File: src/rtl/fsc_pkg.sv
package fsc_pkg;
  localparam int NUM_STAGES = 4;
  localparam int ST_W = 3;
  localparam int EV_W = 3;

  typedef enum logic [ST_W-1:0] {
    ST_RUN     = 3'd0,
    ST_SQUASH  = 3'd1,
    ST_BLOCK   = 3'd2,
    ST_WRETRY  = 3'd3,
    ST_WRESP   = 3'd4,
    ST_ACCDONE = 3'd5,
    ST_TRAP    = 3'd6,
    ST_QUIESCE = 3'd7
  } fsc_st_e;

  typedef enum logic [EV_W-1:0] {
    EV_NONE    = 3'd0,
    EV_ISSUE   = 3'd1,
    EV_REJECT  = 3'd2,
    EV_RETRY   = 3'd3,
    EV_RESP    = 3'd4,
    EV_RESUME  = 3'd5,
    EV_FAULT   = 3'd6,
    EV_QUIESCE = 3'd7
  } fsc_ev_e;
endpackage

File: src/rtl/fsc_stall_flags.sv
module fsc_stall_flags
  import fsc_pkg::*;
(
  input  logic                  clk_i,
  input  logic                  rst_ni,
  input  logic [NUM_STAGES-1:0] blk_i,
  input  logic [NUM_STAGES-1:0] unblk_i,
  input  logic                  ctx_sw_i,
  output logic                  stalled_o
);
  logic [NUM_STAGES-1:0] flags_q, flags_d;

  // strobes take effect in the cycle they arrive
  assign flags_d   = (flags_q | blk_i) & ~unblk_i;
  assign stalled_o = ctx_sw_i | (|flags_d);

  always_ff @(posedge clk_i or negedge rst_ni) begin
    if (!rst_ni) flags_q <= '0;
    else         flags_q <= flags_d;
  end
endmodule

File: src/rtl/fsc_thread_fsm.sv
module fsc_thread_fsm
  import fsc_pkg::*;
#(
  parameter int unsigned   AW         = 32,
  parameter int unsigned   UW         = 4,
  parameter int unsigned   INST_BYTES = 4,
  parameter logic [AW-1:0] RESET_PC   = 'h1000
) (
  input  logic            clk_i,
  input  logic            rst_ni,
  input  logic            stalled_i,
  input  logic            cmt_sq_i,
  input  logic [AW-1:0]   cmt_pc_i,
  input  logic [AW-1:0]   cmt_npc_i,
  input  logic [UW-1:0]   cmt_upc_i,
  input  logic            rob_sq_i,
  input  logic            dec_sq_i,
  input  logic [AW-1:0]   dec_pc_i,
  input  logic [AW-1:0]   dec_npc_i,
  input  logic [UW-1:0]   dec_upc_i,
  input  logic [EV_W-1:0] evt_i,
  output logic [ST_W-1:0] status_o,
  output logic [AW-1:0]   pc_o,
  output logic [AW-1:0]   npc_o,
  output logic [UW-1:0]   upc_o,
  output logic            chg_o
);
  localparam logic [AW-1:0] STEP = AW'(INST_BYTES);

  fsc_st_e       st_q, st_d;
  fsc_ev_e       ev;
  logic [AW-1:0] pc_q, npc_q;
  logic [UW-1:0] upc_q;
  logic          redir_cmt, redir_dec;
  logic          exempt, fetching;

  assign ev       = fsc_ev_e'(evt_i);
  assign exempt   = (st_q == ST_WRESP) || (st_q == ST_WRETRY) ||
                    (st_q == ST_TRAP)  || (st_q == ST_QUIESCE);
  assign fetching = (st_q == ST_RUN) || (st_q == ST_ACCDONE);

  always_comb begin
    st_d      = st_q;
    redir_cmt = 1'b0;
    redir_dec = 1'b0;
    chg_o     = 1'b1;
    if (cmt_sq_i) begin
      st_d      = ST_SQUASH;
      redir_cmt = 1'b1;
    end else if (rob_sq_i) begin
      st_d = ST_SQUASH;
    end else if (dec_sq_i && st_q != ST_SQUASH) begin
      st_d      = ST_SQUASH;
      redir_dec = 1'b1;
    end else if (stalled_i && !exempt) begin
      st_d = ST_BLOCK;
    end else if (st_q == ST_BLOCK || st_q == ST_SQUASH) begin
      st_d = ST_RUN;
    end else begin
      chg_o = 1'b0;
      unique case (ev)
        EV_ISSUE:   if (fetching) st_d = ST_WRESP;
        EV_REJECT:  if (fetching) st_d = ST_WRETRY;
        EV_RETRY:   if (st_q == ST_WRETRY) st_d = ST_WRESP;
        EV_RESP:    if (st_q == ST_WRESP) st_d = stalled_i ? ST_BLOCK : ST_ACCDONE;
        EV_RESUME:  if (st_q == ST_ACCDONE || st_q == ST_QUIESCE) st_d = ST_RUN;
        EV_FAULT:   if (fetching) st_d = ST_TRAP;
        EV_QUIESCE: if (fetching) st_d = ST_QUIESCE;
        default:    st_d = st_q;
      endcase
    end
  end

  always_ff @(posedge clk_i or negedge rst_ni) begin
    if (!rst_ni) begin
      st_q  <= ST_RUN;
      pc_q  <= RESET_PC;
      npc_q <= RESET_PC + STEP;
      upc_q <= '0;
    end else begin
      st_q <= st_d;
      if (redir_cmt) begin
        pc_q  <= cmt_pc_i;
        npc_q <= cmt_npc_i;
        upc_q <= cmt_upc_i;
      end else if (redir_dec) begin
        pc_q  <= dec_pc_i;
        npc_q <= dec_npc_i;
        upc_q <= dec_upc_i;
      end
    end
  end

  assign status_o = st_q;
  assign pc_o     = pc_q;
  assign npc_o    = npc_q;
  assign upc_o    = upc_q;
endmodule

File: src/rtl/fsc_group_end.sv
module fsc_group_end #(
  parameter int unsigned AW          = 32,
  parameter int unsigned INST_BYTES  = 4,
  parameter int unsigned LINE_BYTES  = 32,
  parameter int unsigned FETCH_WIDTH = 4,
  parameter int unsigned SLOT_W      = 2
) (
  input  logic [SLOT_W-1:0] slot_i,
  input  logic [AW-1:0]     pc_i,
  input  logic [AW-1:0]     npc_i,
  output logic              end_o
);
  localparam logic [AW-1:0]     LINE_MASK = AW'(LINE_BYTES - 1);
  localparam logic [SLOT_W-1:0] LAST_SLOT = SLOT_W'(FETCH_WIDTH - 1);

  logic [AW-1:0] seq_pc;
  logic          width_hit, line_hit, flow_hit;

  assign seq_pc    = pc_i + AW'(INST_BYTES);
  assign width_hit = (slot_i == LAST_SLOT);
  assign line_hit  = ((seq_pc & LINE_MASK) == '0);
  assign flow_hit  = (npc_i != seq_pc);
  assign end_o     = width_hit | line_hit | flow_hit;
endmodule

File: src/rtl/fetch_status_ctrl.sv
module fetch_status_ctrl
  import fsc_pkg::*;
#(
  parameter int unsigned   NT          = 2,
  parameter int unsigned   AW          = 32,
  parameter int unsigned   UW          = 4,
  parameter int unsigned   INST_BYTES  = 4,
  parameter int unsigned   LINE_BYTES  = 32,
  parameter int unsigned   FETCH_WIDTH = 4,
  parameter logic [AW-1:0] RESET_PC    = 'h1000,
  localparam int unsigned  SLOT_W      = (FETCH_WIDTH > 1) ? $clog2(FETCH_WIDTH) : 1
) (
  input  logic                            clk_i,
  input  logic                            rst_ni,
  input  logic [NT-1:0][NUM_STAGES-1:0]   blk_i,
  input  logic [NT-1:0][NUM_STAGES-1:0]   unblk_i,
  input  logic                            ctx_sw_i,
  input  logic [NT-1:0]                   cmt_sq_i,
  input  logic [NT-1:0][AW-1:0]           cmt_pc_i,
  input  logic [NT-1:0][AW-1:0]           cmt_npc_i,
  input  logic [NT-1:0][UW-1:0]           cmt_upc_i,
  input  logic [NT-1:0]                   rob_sq_i,
  input  logic [NT-1:0]                   dec_sq_i,
  input  logic [NT-1:0][AW-1:0]           dec_pc_i,
  input  logic [NT-1:0][AW-1:0]           dec_npc_i,
  input  logic [NT-1:0][UW-1:0]           dec_upc_i,
  input  logic [NT-1:0][EV_W-1:0]         evt_i,
  input  logic [SLOT_W-1:0]               grp_slot_i,
  input  logic [AW-1:0]                   grp_pc_i,
  input  logic [AW-1:0]                   grp_npc_i,
  output logic [NT-1:0][ST_W-1:0]         status_o,
  output logic [NT-1:0][AW-1:0]           pc_o,
  output logic [NT-1:0][AW-1:0]           npc_o,
  output logic [NT-1:0][UW-1:0]           upc_o,
  output logic [NT-1:0]                   stalled_o,
  output logic                            status_chg_o,
  output logic                            grp_end_o
);
  logic [NT-1:0] chg;

  for (genvar t = 0; t < NT; t++) begin : g_thr
    fsc_stall_flags u_flags (
      .clk_i     (clk_i),
      .rst_ni    (rst_ni),
      .blk_i     (blk_i[t]),
      .unblk_i   (unblk_i[t]),
      .ctx_sw_i  (ctx_sw_i),
      .stalled_o (stalled_o[t])
    );

    fsc_thread_fsm #(
      .AW(AW), .UW(UW), .INST_BYTES(INST_BYTES), .RESET_PC(RESET_PC)
    ) u_fsm (
      .clk_i     (clk_i),
      .rst_ni    (rst_ni),
      .stalled_i (stalled_o[t]),
      .cmt_sq_i  (cmt_sq_i[t]),
      .cmt_pc_i  (cmt_pc_i[t]),
      .cmt_npc_i (cmt_npc_i[t]),
      .cmt_upc_i (cmt_upc_i[t]),
      .rob_sq_i  (rob_sq_i[t]),
      .dec_sq_i  (dec_sq_i[t]),
      .dec_pc_i  (dec_pc_i[t]),
      .dec_npc_i (dec_npc_i[t]),
      .dec_upc_i (dec_upc_i[t]),
      .evt_i     (evt_i[t]),
      .status_o  (status_o[t]),
      .pc_o      (pc_o[t]),
      .npc_o     (npc_o[t]),
      .upc_o     (upc_o[t]),
      .chg_o     (chg[t])
    );
  end

  assign status_chg_o = |chg;

  fsc_group_end #(
    .AW(AW), .INST_BYTES(INST_BYTES), .LINE_BYTES(LINE_BYTES),
    .FETCH_WIDTH(FETCH_WIDTH), .SLOT_W(SLOT_W)
  ) u_grp (
    .slot_i (grp_slot_i),
    .pc_i   (grp_pc_i),
    .npc_i  (grp_npc_i),
    .end_o  (grp_end_o)
  );
endmodule

File: config.mk
export PLATFORM = sky130hd
export DESIGN_NAME = fetch_status_ctrl
export DESIGN_NICKNAME = d
export VERILOG_FILES = /design/src/rtl/fsc_pkg.sv /design/src/rtl/fsc_stall_flags.sv /design/src/rtl/fsc_thread_fsm.sv /design/src/rtl/fsc_group_end.sv /design/src/rtl/fetch_status_ctrl.sv
export SDC_FILE = /design/constraint.sdc
export NUM_CORES = 1
export LEC_CHECK = 0
export BUFFER_PORTS_ARGS = -buffer_cell sky130_fd_sc_hd__buf_4
export CELL_PAD_IN_SITES_DETAIL_PLACEMENT = 1
export CELL_PAD_IN_SITES_GLOBAL_PLACEMENT = 2
export CORE_AREA = 2 2 203 205
export CTS_CLUSTER_DIAMETER = 30
export CTS_CLUSTER_SIZE = 8
export DETAILED_ROUTE_END_ITERATION = 10
export DIE_AREA = 0 0 205 207
export GPL_TIMING_DRIVEN = 1
export PLACE_DENSITY_LB_ADDON = 0.1
export SYNTH_ARGS = -nofsm -noshare
export SYNTH_HDL_FRONTEND = slang
export SYNTH_SLANG_ARGS = --single-unit
export TNS_END_PERCENT = 5
File: constraint.sdc
create_clock -name clk_i -period 10.5 [get_ports clk_i]
set_input_delay 3.15 -clock clk_i [delete_from_list [all_inputs] [get_ports clk_i]]
set_output_delay 3.15 -clock clk_i [all_outputs]
set_load 0.005 [all_outputs]
==> impl_metrics.ini <==
[job]
cap_violations = 0

[synth]
synthTopCellsByArea = dfrtp_1 (43%), mux2i_1 (17%), o21ai_0 (8.7%), nand2_1 (7.1%), xnor2_1 (2.2%)
synth_nets = 1260
synth.top_cell.area_share_pct = 43.4
synth_top_cell_by_area = dfrtp_1
yosys_most_used_dff = dfrtp_1
syn_inst = 889
synth_seq_cells = 150
synthArstFlopShare_pct = 100
yosysUniqueCellTypes = 57
synth_area_um2 = 8300
synth_edf_count = 0
ys_seq_area_share_pct = 45.3
ys_warn_count = 0
postSynthAreaPerCell_um2 = 9.34

[cells_and_area]
drive_gt1_share_pct = 41.5
design_area_um2 = 13300
n_antenna_cell = 0
layout.nets = 1747
area_growth_pct = 60.6

[sta]
slew_viol_final = 0
rsz0062_at_grt = no
finalSetupViolations = 0
fin_setup_tns_ps = 0
timing.final.crit_share_pct = 86.8
worstMarginPinSlew_ps = 1000
layout_min_cycle_time_ps = 9110
final_hold_viol_count = 0
slew_headroom_pct = 33.1
fmax_mhz = 110
fin_hold_ws_ps = 477
finClkSkew_ps = 11.5
setup_slack_ps = 1390

[global_routing]
antenna_found_initial = 0
grt_pass1_vias = 9037
overflow = 0
grt_max_degree = 113
grt_pass1_wl_mm = 54.9
grt_use_total_pct = 17.2

[floorplan]
io_pins = 515
initial_core_util_pct = 20.6
rows = 74
die_w_um = 205
die_h_um = 207
core_um2 = 40400
dieArea_um2 = 42400

[clock_tree]
cts_resized = 0
cts_tree = built
root_buffer = clkbuf_16
numCtsBuffers = 17
clkTransAtPathRegs_ps = 60
clock_latency_ps = 440
cts_buffer_depth = 2
cts.sinks = 150
cts_hold_buf = 0
htreeDepth = 4
cts_setup_buffers = 0

[detailed_routing]
post_drt_wl_per_cell_um = 19.0
vias = 8302
routed_wirelength_mm = 36.6
route.antenna.remaining_nets = 0
firstDrtPassIters = 4
dr.first_iter.drc_count = 374
drc = 0
avgViaCountPerCell = 4.32

[placement]
port_buffers = 514
pre_cts_slack_ps = 1310
routabilityCongestion = 0.786
place_hpwl_mm = 29.3
placed_area_um2 = 12700

[setup_path]
cp_max_fo = 5
critPathKind = in -> out
critPathRequiredTime_ps = 7350
arrival_ps = 5960
cp-start-kind = input port
r2r_slack_ps = 7690
end_kind = primary output

[power_and_ir_drop]
fin_total_pwr_uw = 1810
p_per_area_nw_per_um2 = 136
p_leak_uw = 0.00655
peakVddDrop_v = 0.000111

[min_path]
holdCritPathClass = reg -> reg

[outcome]
status = completed
## routing by layer
metal	routed length (um)	vias up	track usage (%)	part of all wire (%)
li1	-	4091	-	-
met3	2770	21	5.81	7.6
met5	0	-	0	0
met2	19400	246	31.9	53
met4	406	0	3.75	1.1
met1	13900	3944	18.7	38
## worst max-delay path, cell delays in order
cell	delay (ps)
buf_4	130
ha_1	240
xor2_1	210
a211oi_1	380
a21oi_4	40
nor4_1	400
nand4_1	130
or4_1	540
or4_1	570
buf_4	170
## path summary, 6_finish.rpt
path	from	endpoint	cells past startpoint
worst max-delay path	grp_pc_i[2]	grp_end_o	10
worst min-delay path	g_thr[1].u_fsm.npc_o[26]	g_thr[1].u_fsm.npc_o[26]	2
worst max register to register	g_thr[1].u_fsm.status_o[0]	g_thr[1].u_fsm.npc_o[28]	5
worst min register to register	g_thr[1].u_fsm.npc_o[26]	g_thr[1].u_fsm.npc_o[26]	2
max in group asynchronous	rst_ni	g_thr[0].u_fsm.pc_o[2]	2
min in group asynchronous	rst_ni	g_thr[0].u_fsm.npc_o[16]	1
## final cells by class
| type | instances | area, um^2 |
|---|---|---|
| Multi-Input combinational cell | 671 | 4300 |
| Clock inverter | 11 | 171 |
| Timing Repair Buffer | 519 | 3900 |
| Sequential cell | 150 | 3760 |
| Fill cell | 4776 | 27000 |
| Clock buffer | 21 | 470 |
| Inverter | 17 | 63.8 |
| Tap cell | 532 | 666 |
## cells in the final DEF, fill, tap and decap left out, types with 5 or more instances in the layout
master / n
dfstp_2: 6
dfrtp_1: 144
and3_1: 6
nor2_1: 33
xor2_1: 15
clkbuf_16: 17
buf_4: 518
nand3_1: 12
nand2_1: 158
or2_2: 7
nand2b_1: 5
a21oi_1: 12
o211ai_1: 7
and2_1: 6
nand4_1: 10
mux2i_1: 144
xnor2_1: 21
or3_1: 6
inv_1: 17
nor3_1: 17
o21ai_0: 144
## synth_stat cells (2+ instances only)
library cell	number
nand2_1	158
dfrtp_1	144
mux2i_1	144
o21ai_0	144
clkbuf_1	46
nor2_1	33
xnor2_1	21
inv_1	17
nor3_1	17
xor2_1	15
a21oi_1	14
nand3_1	12
nand4_1	10
o211ai_1	7
or2_2	7
and2_1	6
and3_1	6
dfstp_2	6
or3_1	6
nand2b_1	5
a21o_1	4
a221oi_1	4
nor4_1	4
o21ba_2	4
o21bai_1	4
or4_1	4
a31oi_1	3
and4_1	3
nor2b_1	3
o21a_1	3
a2bb2oi_1	2
buf_1	2
buf_4	2
ha_1	2
nor3b_1	2
nor4_2	2
nor4b_1	2
o31ai_1	2
## kinds of logic after synthesis
logic type,after synthesis,synth area share (%)
muxes,145,17.5
AOI/OAI and AO/OA,201,13.7
xor gates and xnor gates,36,3.80
buffers and inverters,68,3.18
and+or+nand+nor,287,16.2
adders and majority gates,2,0.301
DFF,150,45.3
## power breakdown
part | switching (uW) | internal (uW)
logic | 201 | 240
clock network | 262 | 418
registers | 39.1 | 648
total | 502 | 1310
## stage by stage
step | instances | utilization, %
floorplan | 889 | -
global route | 1921 | 33.0
global placement | 1889 | 31.4
finish | 1921 | 33.0
detailed placement | 1889 | 31.4
CTS | 1921 | 33.0
## sequential cells by signal, summed over array words and instances (netlist names)
signal                 count
g_thr.u_fsm.npc_o         64
g_thr.u_fsm.upc_o          8
g_thr.u_fsm.pc_o          64
g_thr.u_flags.flags_q      8
g_thr.u_fsm.status_o       6
Note: power is estimated with default switching activity, not from simulation.
